File: src/rtl/ftg_pkg.sv
package ftg_pkg;

   localparam int FTG_DEF_INT_W  = 16;
   localparam int FTG_DEF_FRAC_W = 6;

   // Decoded condition of the interval counter.
   typedef enum logic [1:0] {
      FTG_IDLE  = 2'd0,   // counter parked at zero, no ticks
      FTG_COUNT = 2'd1,   // inside an interval
      FTG_EDGE  = 2'd2    // last clock of an interval
   } ftg_state_e;

endpackage

File: src/rtl/ftg_shadow.sv
module ftg_shadow #(
   parameter int W   = 16,
   parameter int RST = 0
) (
   input  logic         clk,
   input  logic         rst_n,
   input  logic         ld,
   input  logic [W-1:0] d,
   output logic [W-1:0] q
);

   localparam logic [W-1:0] RST_V = W'(RST);

   always_ff @(posedge clk) begin
      if (!rst_n)
         q <= RST_V;
      else if (ld)
         q <= d;
   end

endmodule

File: src/rtl/ftg_phase.sv
module ftg_phase #(
   parameter int FRAC_W = 6
) (
   input  logic              clk,
   input  logic              rst_n,
   input  logic              advance,
   input  logic              clear,
   input  logic [FRAC_W-1:0] frac,
   output logic              carry,
   output logic [FRAC_W-1:0] acc
);

   localparam int SUM_W = FRAC_W + 1;

   logic [SUM_W-1:0] sum;

   always_comb begin
      sum   = {1'b0, acc} + {1'b0, frac};
      carry = sum[FRAC_W];
   end

   always_ff @(posedge clk) begin
      if (!rst_n)
         acc <= '0;
      else if (clear)
         acc <= '0;
      else if (advance)
         acc <= sum[FRAC_W-1:0];
   end

endmodule

File: src/rtl/ftg_interval.sv
module ftg_interval
   import ftg_pkg::*;
#(
   parameter int INT_W = 16
) (
   input  logic             clk,
   input  logic             rst_n,
   input  logic [INT_W-1:0] int_div,
   input  logic             carry,
   output ftg_state_e       state,
   output logic [INT_W:0]   cnt,
   output logic             tick
);

   localparam int CNT_W = INT_W + 1;
   localparam logic [CNT_W-1:0] ONE = CNT_W'(1);

   logic [CNT_W-1:0] reload_val;

   always_comb begin
      if (cnt == '0)
         state = FTG_IDLE;
      else if (cnt == ONE)
         state = FTG_EDGE;
      else
         state = FTG_COUNT;
   end

   // Length of the interval that begins at this boundary.
   always_comb begin
      if (int_div == '0)
         reload_val = '0;
      else
         reload_val = {1'b0, int_div} + CNT_W'(carry);
   end

   always_ff @(posedge clk) begin
      if (!rst_n) begin
         cnt  <= '0;
         tick <= 1'b0;
      end else begin
         if (state == FTG_COUNT)
            cnt <= cnt - ONE;
         else
            cnt <= reload_val;
         tick <= (state == FTG_EDGE);
      end
   end

endmodule

File: src/rtl/frac_tick_gen.sv
module frac_tick_gen
   import ftg_pkg::*;
#(
   parameter int INT_W    = FTG_DEF_INT_W,
   parameter int FRAC_W   = FTG_DEF_FRAC_W,
   parameter int RST_INT  = 0,
   parameter int RST_FRAC = 0
) (
   input  logic              clk,
   input  logic              rst_n,
   input  logic [INT_W-1:0]  int_div_i,
   input  logic              int_load_i,
   input  logic [FRAC_W-1:0] frac_div_i,
   input  logic              frac_load_i,
   output logic              tick_o
);

   localparam int CNT_W = INT_W + 1;

   // Elaboration-time parameter checks.
   if (INT_W < 2 || INT_W > 30) begin : g_bad_int_w
      $error("frac_tick_gen: INT_W must lie in 2..30");
   end
   if (FRAC_W < 1 || FRAC_W > 16) begin : g_bad_frac_w
      $error("frac_tick_gen: FRAC_W must lie in 1..16");
   end
   if (RST_INT < 0 || RST_INT >= (1 << INT_W)) begin : g_bad_rst_int
      $error("frac_tick_gen: RST_INT does not fit INT_W");
   end
   if (RST_FRAC < 0 || RST_FRAC >= (1 << FRAC_W)) begin : g_bad_rst_frac
      $error("frac_tick_gen: RST_FRAC does not fit FRAC_W");
   end

   logic [INT_W-1:0]  pend_int;
   logic [FRAC_W-1:0] pend_frac;
   logic [FRAC_W-1:0] acc_q;
   logic [CNT_W-1:0]  cnt_q;
   logic              carry;
   logic              advance;
   logic              clear;
   ftg_state_e        state;

   ftg_shadow #(.W(INT_W), .RST(RST_INT)) i_int_shadow (
      .clk (clk),
      .rst_n (rst_n),
      .ld  (int_load_i),
      .d   (int_div_i),
      .q   (pend_int)
   );

   ftg_shadow #(.W(FRAC_W), .RST(RST_FRAC)) i_frac_shadow (
      .clk (clk),
      .rst_n (rst_n),
      .ld  (frac_load_i),
      .d   (frac_div_i),
      .q   (pend_frac)
   );

   // The phase steps once per started interval and clears when parking.
   always_comb begin
      advance = (state != FTG_COUNT) && (pend_int != '0);
      clear   = (state == FTG_EDGE)  && (pend_int == '0);
   end

   ftg_phase #(.FRAC_W(FRAC_W)) i_phase (
      .clk     (clk),
      .rst_n   (rst_n),
      .advance (advance),
      .clear   (clear),
      .frac    (pend_frac),
      .carry   (carry),
      .acc     (acc_q)
   );

   ftg_interval #(.INT_W(INT_W)) i_interval (
      .clk     (clk),
      .rst_n   (rst_n),
      .int_div (pend_int),
      .carry   (carry),
      .state   (state),
      .cnt     (cnt_q),
      .tick    (tick_o)
   );

endmodule

File: config.mk
export PLATFORM = sky130hd
export DESIGN_NAME = frac_tick_gen
export DESIGN_NICKNAME = d
export VERILOG_FILES = /design/src/rtl/ftg_pkg.sv /design/src/rtl/ftg_shadow.sv /design/src/rtl/ftg_phase.sv /design/src/rtl/ftg_interval.sv /design/src/rtl/frac_tick_gen.sv
export SDC_FILE = /design/constraint.sdc
export NUM_CORES = 1
export LEC_CHECK = 0
export ABC_AREA = 1
export ABC_CLOCK_PERIOD_IN_PS = 3300
export CORE_UTILIZATION = 35
export CTS_CLUSTER_SIZE = 14
export DETAILED_ROUTE_END_ITERATION = 12
export PLACE_DENSITY_LB_ADDON = 0.12
export SYNTH_ARGS = -nofsm -noshare
export SYNTH_HDL_FRONTEND = slang
export SYNTH_SLANG_ARGS = --single-unit
File: constraint.sdc
create_clock -name clk -period 3.3 [get_ports clk]
set_input_delay 0.495 -clock clk [delete_from_list [all_inputs] [get_ports clk]]
set_output_delay 0.495 -clock clk [all_outputs]
set_load 0.01 [all_outputs]
==> results of run 1 <==
-- critical path, cell delays in order (launching register included) --
cell      delay (ps)
dfxtp_1          340
ha_1             170
inv_1             50
fa_1             390
nand3b_1         180
nand2_1          100
a21oi_1           70
o21bai_1         130
ha_1             180
ha_1             160
nand2_1           80
nor3_1           420
nand3_1          130
nand2_1           90
nand3_1           70
a21oi_1          160
-- worst max-delay path by stage --
stage,from,to,cells after the start
2_1_floorplan,i_phase.acc[0],i_interval.cnt[14],15
3_3_place_gp,i_phase.acc[0],i_interval.cnt[14],15
3_5_place_dp,i_phase.acc[0],i_interval.cnt[14],15
4_1_cts,i_phase.acc[0],i_interval.cnt[14],15
5_1_grt,i_phase.acc[0],i_interval.cnt[14],15
6_report,i_phase.acc[0],i_interval.cnt[14],15
-- layout make-up --
type | instances | area (um2) | area share [%]
Multi-Input combinational cell | 293 | 1520 | 49.5
Sequential cell | 46 | 921 | 30.0
Timing Repair Buffer | 27 | 268 | 8.72
Inverter | 38 | 143 | 4.65
Tap cell | 99 | 124 | 4.04
Clock buffer | 6 | 82.6 | 2.69
Clock inverter | 2 | 12.5 | 0.408
-- routing by layer --
metal	GRT usage, %	vias to the layer above	part of all wire (%)
met5	0	-	0
met4	4.11	0	0.77
met3	3.36	4	3.7
met2	24.6	44	42
met1	24.5	1016	53
li1	-	1320	-
-- cell usage after synthesis, drive strengths merged, types with 6 or more instances --
cell and instances:
nand4 10, nor2 61, dfxtp 46, o21ai 29, nor3 6, ha 10
inv 37, clkbuf 6, a21oi 41, nand3 35, xnor2 7, nand2 79
xor2 8
-- state kept, by name, summed over array words and instances, names as in the netlist --
name / flops
i_phase.acc: 6
i_frac_shadow.q: 6
i_interval.tick: 1
i_int_shadow.q: 16
i_interval.cnt: 17
-- power groups by stage --
stage          combinational [mW]  clock, mW  sequential [mW]
2_1_floorplan               0.693          0            0.718
3_3_place_gp                0.834          0            0.735
3_5_place_dp                0.840          0            0.735
4_1_cts                     0.845      0.379            0.723
5_1_grt                     0.954      0.408            0.734
6_report                    0.835      0.364            0.723
-- cells by family after synthesis --
kind of cell             after synthesis  share of synthesized area (%)
AND/OR/NAND/NOR                      196                           33.5
AO/OA/AOI/OAI                         71                           13.6
buffers and inverters                 48                           7.49
flip-flops                            46                           34.9
XOR/XNOR                              15                           4.98
adder cells (fa/ha/maj)               11                           5.50
-- through the flow --
stage | power (mW) | std cells | setup slack, ps | hold slack (ps)
finish | 1.92 | 511 | 503 | 472
global route | 2.10 | 511 | 202 | 488
CTS | 1.95 | 511 | 502 | 477
detailed placement | 1.58 | 503 | 526 | 462
global placement | 1.57 | 503 | 604 | 456
floorplan | 1.41 | 387 | 842 | 445
==> results by group, run 1 <==
Synthesis
  • Net Count, Synth: 424
  • Synth top area share: 34.9%
  • Synthesized area: 2640 um2
  • Post-Syn Instances: 387
  • Synth area leaders: dfxtp_1 35%, nand2_1 11%, nor2_1 7.8%
  • Top FF cell, synth: dfxtp_1
  • Synth Warn #: 0
  • Syn Area/Cell: 6.82 um2
  • Dominant cell type by area after synthesis: dfxtp_1
  • Synth cell types: 29
  • Register area share after synthesis: 34.9%
  • Async S/R FF share, synth: 0%
  • EDFF count, synth: 0
  • Flops & latches, synth: 46

Global route
  • Largest net degree at the start of global routing: 30
  • First-pass GRT wire length: 10000 um
  • Vias in the first global route: 2145
  • GRT overflow: 0
  • Initial antenna violation count: 0
  • GRT Total Usage: 16.6%

Clock tree
  • TritonCTS clock tree: yes
  • Num CTS Buffers: 5
  • Clock Path Buffers: 2
  • Post-CTS Setup Bufs: 0
  • Clk root buf: clkbuf_8
  • Clock slew at reported path FFs: 90 ps
  • Resized Gates After CTS: 0
  • Hold buffers post-CTS: 0
  • CTS sink cnt: 46
  • Clock Latency Late Sink: 300 ps
  • H-tree depth: 2

Route
  • Post-route ant nets: 0
  • WL final: 5990 um
  • Initial DRT Pass Iterations: 6
  • Vias per cell: 4.67
  • DRT iter0 DRCs: 86
  • Drt wl/cell: 11.7 um
  • DRC viols: 0
  • DR vias: 2384

Critical path
  • CP Class: register to register
  • Arrival time at the worst endpoint: 3020 ps
  • Worst Path Max Fanout: 5
  • Worst reg2reg endpoint: i_interval.cnt[14]
  • Cells on worst reg2reg path: 15
  • CP required: 3520 ps
  • Startpoint types: register
  • Internal reg-to-reg setup slack: 500 ps
  • Worst Setup End Kind: register
  • RR Startpoint: i_phase.acc[0]

STA
  • Slew headroom: 38.1%
  • Minimum clock period: 2800 ps
  • Clock Skew: 7.25 ps
  • Slew @ Worst Pin: 922 ps
  • Hold Vio Cnt, Final: 0
  • Max frequency: 358 MHz
  • Final Cycle Share: 84.8%
  • Count of pins over their slew limit: 0
  • RSZ-0062 raised after global routing: false
  • # setup viols final: 0
  • Fin Setup TNS: 0 ps

Place
  • Cell Area, Placed: 2970 um2
  • IO Port Bufs: 26
  • Final GP Congestion: 0.916
  • Final HPWL DP: 4600 um

Pwr
  • Switching Share: 40.9%
  • Leakage power: 1.27 nW
  • Clock power frac: 18.9%
  • Cell Int Power: 1.14 mW
  • Net Sw Power: 786 uW
  • Gate power share: 43.5%
  • Worst VDD drop: 0.181 mV
  • Seq pwr share: 37.6%
  • PD cells: 626 nW/um2

Floorplan
  • Die Height: 88.8 um
  • Die width: 88.8 um
  • Starting Density: 36.4%
  • Rows: 31
  • # IOs: 27
  • Core ar.: 7250 um2
  • Die area: 7890 um2

Final layout
  • Layout cell share with drive strength beyond 1: 4.85%
  • Most frequent cells in the layout: 76 x nand2_1, 55 x nor2_1, 46 x dfxtp_1
  • Inserted Diodes: 0
  • Syn-to-layout area delta: 16.4%
  • Number of fill cells: 773
  • Final net count: 448
  • Final Instance Area: 3070 um2
  • Most common cell after layout, fill and taps aside: nand2_1
  • Final Util: 42.3%

Hold path
  • Hold Path Depth: 2
  • Worst hold path type: register to register
  • Sink of the worst hold path: i_phase.acc[4]
  • HP Start: i_phase.acc[4]

Run
  • Max Cap Viol: 0

Status
  • Status: complete, no violations
Power figures use the tool's default switching activity.
==> run 2, diff against run 1 <==
--- a/config.mk
+++ b/config.mk
@@ -6,7 +6,7 @@
 export NUM_CORES = 1
 export LEC_CHECK = 0
 export ABC_AREA = 1
-export ABC_CLOCK_PERIOD_IN_PS = 3300
+export ABC_CLOCK_PERIOD_IN_PS = 2600
 export CORE_UTILIZATION = 35
 export CTS_CLUSTER_SIZE = 14
 export DETAILED_ROUTE_END_ITERATION = 12
==> constraint.sdc (replaced) <==
create_clock -name clk -period 2.6 [get_ports clk]
set_input_delay 0.39 -clock clk [delete_from_list [all_inputs] [get_ports clk]]
set_output_delay 0.39 -clock clk [all_outputs]
set_load 0.01 [all_outputs]
==> run 2 against run 1 <==
Against the previous run: die area stayed put; highest routed layer unchanged; clock skew is 1.2 ps higher; clock power is 17% higher; largest cell class unchanged; utilization is 1.3 points higher; worst hold slack better by 5.4 ps; cell count is 0.59% higher; cell area is 3.1% higher.
==> results by group, run 2 (synthesized netlist as in run 1, its figures left out) <==
Final layout
  • Final Instance Area: 3160 um2
  • Final net count: 452
  • Multi-input combinational cell area: 1590 um2
  • Most flop-heavy register: i_interval.cnt
  • Flip-flop and latch area: 923 um2
  • Top flop regs: i_interval.cnt: 17 flops, i_int_shadow.q: 16 flops
  • Inserted Diodes: 0
  • Final Util: 43.6%
  • Number of fill cells: 776
  • Max reg flops: 17
  • Most frequent cells in the layout: 74 x nand2_1, 53 x nor2_1, 44 x dfxtp_1
  • Layout cell share with drive strength beyond 1: 9.40%
  • Syn-to-layout area delta: 20.0%
  • Most common cell after layout, fill and taps aside: nand2_1

STA
  • # setup viols final: 0
  • Fin Setup TNS: 0 ps
  • Minimum clock period: 2480 ps
  • Slew headroom: 54.4%
  • WHS: 477 ps
  • Hold Vio Cnt, Final: 0
  • Final Cycle Share: 95.4%
  • Max frequency: 403 MHz
  • Clock Skew: 8.42 ps
  • RSZ-0062 raised after global routing: true
  • Slew @ Worst Pin: 683 ps
  • Count of pins over their slew limit: 0

Pwr
  • Seq pwr share: 38.1%
  • Net Sw Power: 1.00 mW
  • Worst VDD drop: 0.247 mV
  • Cell Int Power: 1.43 mW
  • Clock power frac: 17.5%
  • Switching Share: 41.3%
  • PD cells: 768 nW/um2
  • Gate power share: 44.4%
  • Leakage power: 1.30 nW

Floorplan
  • Die Height: 88.8 um
  • # IOs: 27
  • Starting Density: 36.4%
  • Rows: 31
  • Core ar.: 7250 um2
  • Die width: 88.8 um
  • Die area: 7890 um2

Clock tree
  • TritonCTS clock tree: yes
  • Post-CTS Setup Bufs: 0
  • Clock slew at reported path FFs: 90 ps
  • Resized Gates After CTS: 0
  • Clock Path Buffers: 2
  • H-tree depth: 2
  • Clk root buf: clkbuf_8
  • Hold buffers post-CTS: 0
  • Clock Latency Late Sink: 300 ps
  • Num CTS Buffers: 5
  • CTS sink cnt: 46

Route
  • DR vias: 2397
  • DRT iter0 DRCs: 112
  • WL final: 5990 um
  • DRC viols: 0
  • Initial DRT Pass Iterations: 4
  • Drt wl/cell: 11.7 um
  • Vias per cell: 4.66
  • Post-route ant nets: 0

Global route
  • GRT overflow: 0
  • First-pass GRT wire length: 10200 um
  • Largest net degree at the start of global routing: 30
  • Initial antenna violation count: 0
  • Vias in the first global route: 2182
  • GRT Total Usage: 16.8%

Place
  • Final GP Congestion: 0.873
  • Final HPWL DP: 4600 um
  • IO Port Bufs: 26
  • Cell Area, Placed: 3000 um2

Critical path
  • Critical Path Source: i_phase.acc[0]
  • CP Class: register to register
  • CP required: 2820 ps
  • RR Startpoint: i_phase.acc[0]
  • Worst Setup End Kind: register
  • Arrival time at the worst endpoint: 2700 ps
  • Worst Path Max Fanout: 5
  • Startpoint types: register

Status
  • Status: complete, no violations

Hold path
  • HP Start: i_phase.acc[4]
  • Worst hold path type: register to register

Run
  • Max Cap Viol: 0
## run 2: critical path: stages (launching register included)
cell and delay [ps]:
dfxtp_2 360, ha_4 140, inv_2 30, fa_2 320, nand3b_1 170, nand2_2 90
a21oi_2 50, o21bai_1 140, ha_2 230, ha_4 150, nand2_4 60, nor3_4 170
buf_6 130, nor2_2 40, a21oi_2 110, nand2_1 70, a21oi_1 140
## run 2: layout make-up
type | instances | share of cell area [%]
Clock inverter | 1 | 0.237
Clock buffer | 6 | 2.29
Sequential cell | 46 | 29.2
Timing Repair Buffer | 31 | 9.53
Tap cell | 99 | 3.91
Multi-Input combinational cell | 293 | 50.3
Inverter | 38 | 4.51
## run 2: final timing paths
| check | cells after the start | end | slack, ps |
|---|---|---|---|
| worst max-delay path | 16 | i_interval.cnt[6] | 120 |
| worst min-delay path | 2 | i_phase.acc[4] | 480 |
| worst max register to register | 16 | i_interval.cnt[6] | 120 |
| worst min register to register | 2 | i_phase.acc[4] | 480 |
## run 2: through the flow
stage | instances | worst slack (ps) | total power [mW]
6_report | 514 | 120 | 2.43
5_1_grt | 514 | -30.5 | 2.66
4_1_cts | 514 | 14.4 | 2.43
3_5_place_dp | 507 | 15.6 | 2.00
3_3_place_gp | 507 | 64.3 | 2.00
2_1_floorplan | 387 | 142 | 1.79
## run 2: power groups by stage
stage	clock [mW]	combinational, mW	sequential (mW)
final	0.426	1.08	0.925
after global routing	0.480	1.24	0.940
after CTS	0.440	1.07	0.919
after detailed placement	0	1.07	0.935
after global placement	0	1.06	0.935
after floorplan	0	0.880	0.911
## run 2: per-layer routing
metal / routed length (um) / up-vias / track usage [%]
met5: 0 / - / 0
met4: 87 / 0 / 5.28
met3: 129 / 9 / 3.08
met2: 2500 / 30 / 24.3
met1: 3270 / 1037 / 25.0
li1: - / 1321 / -
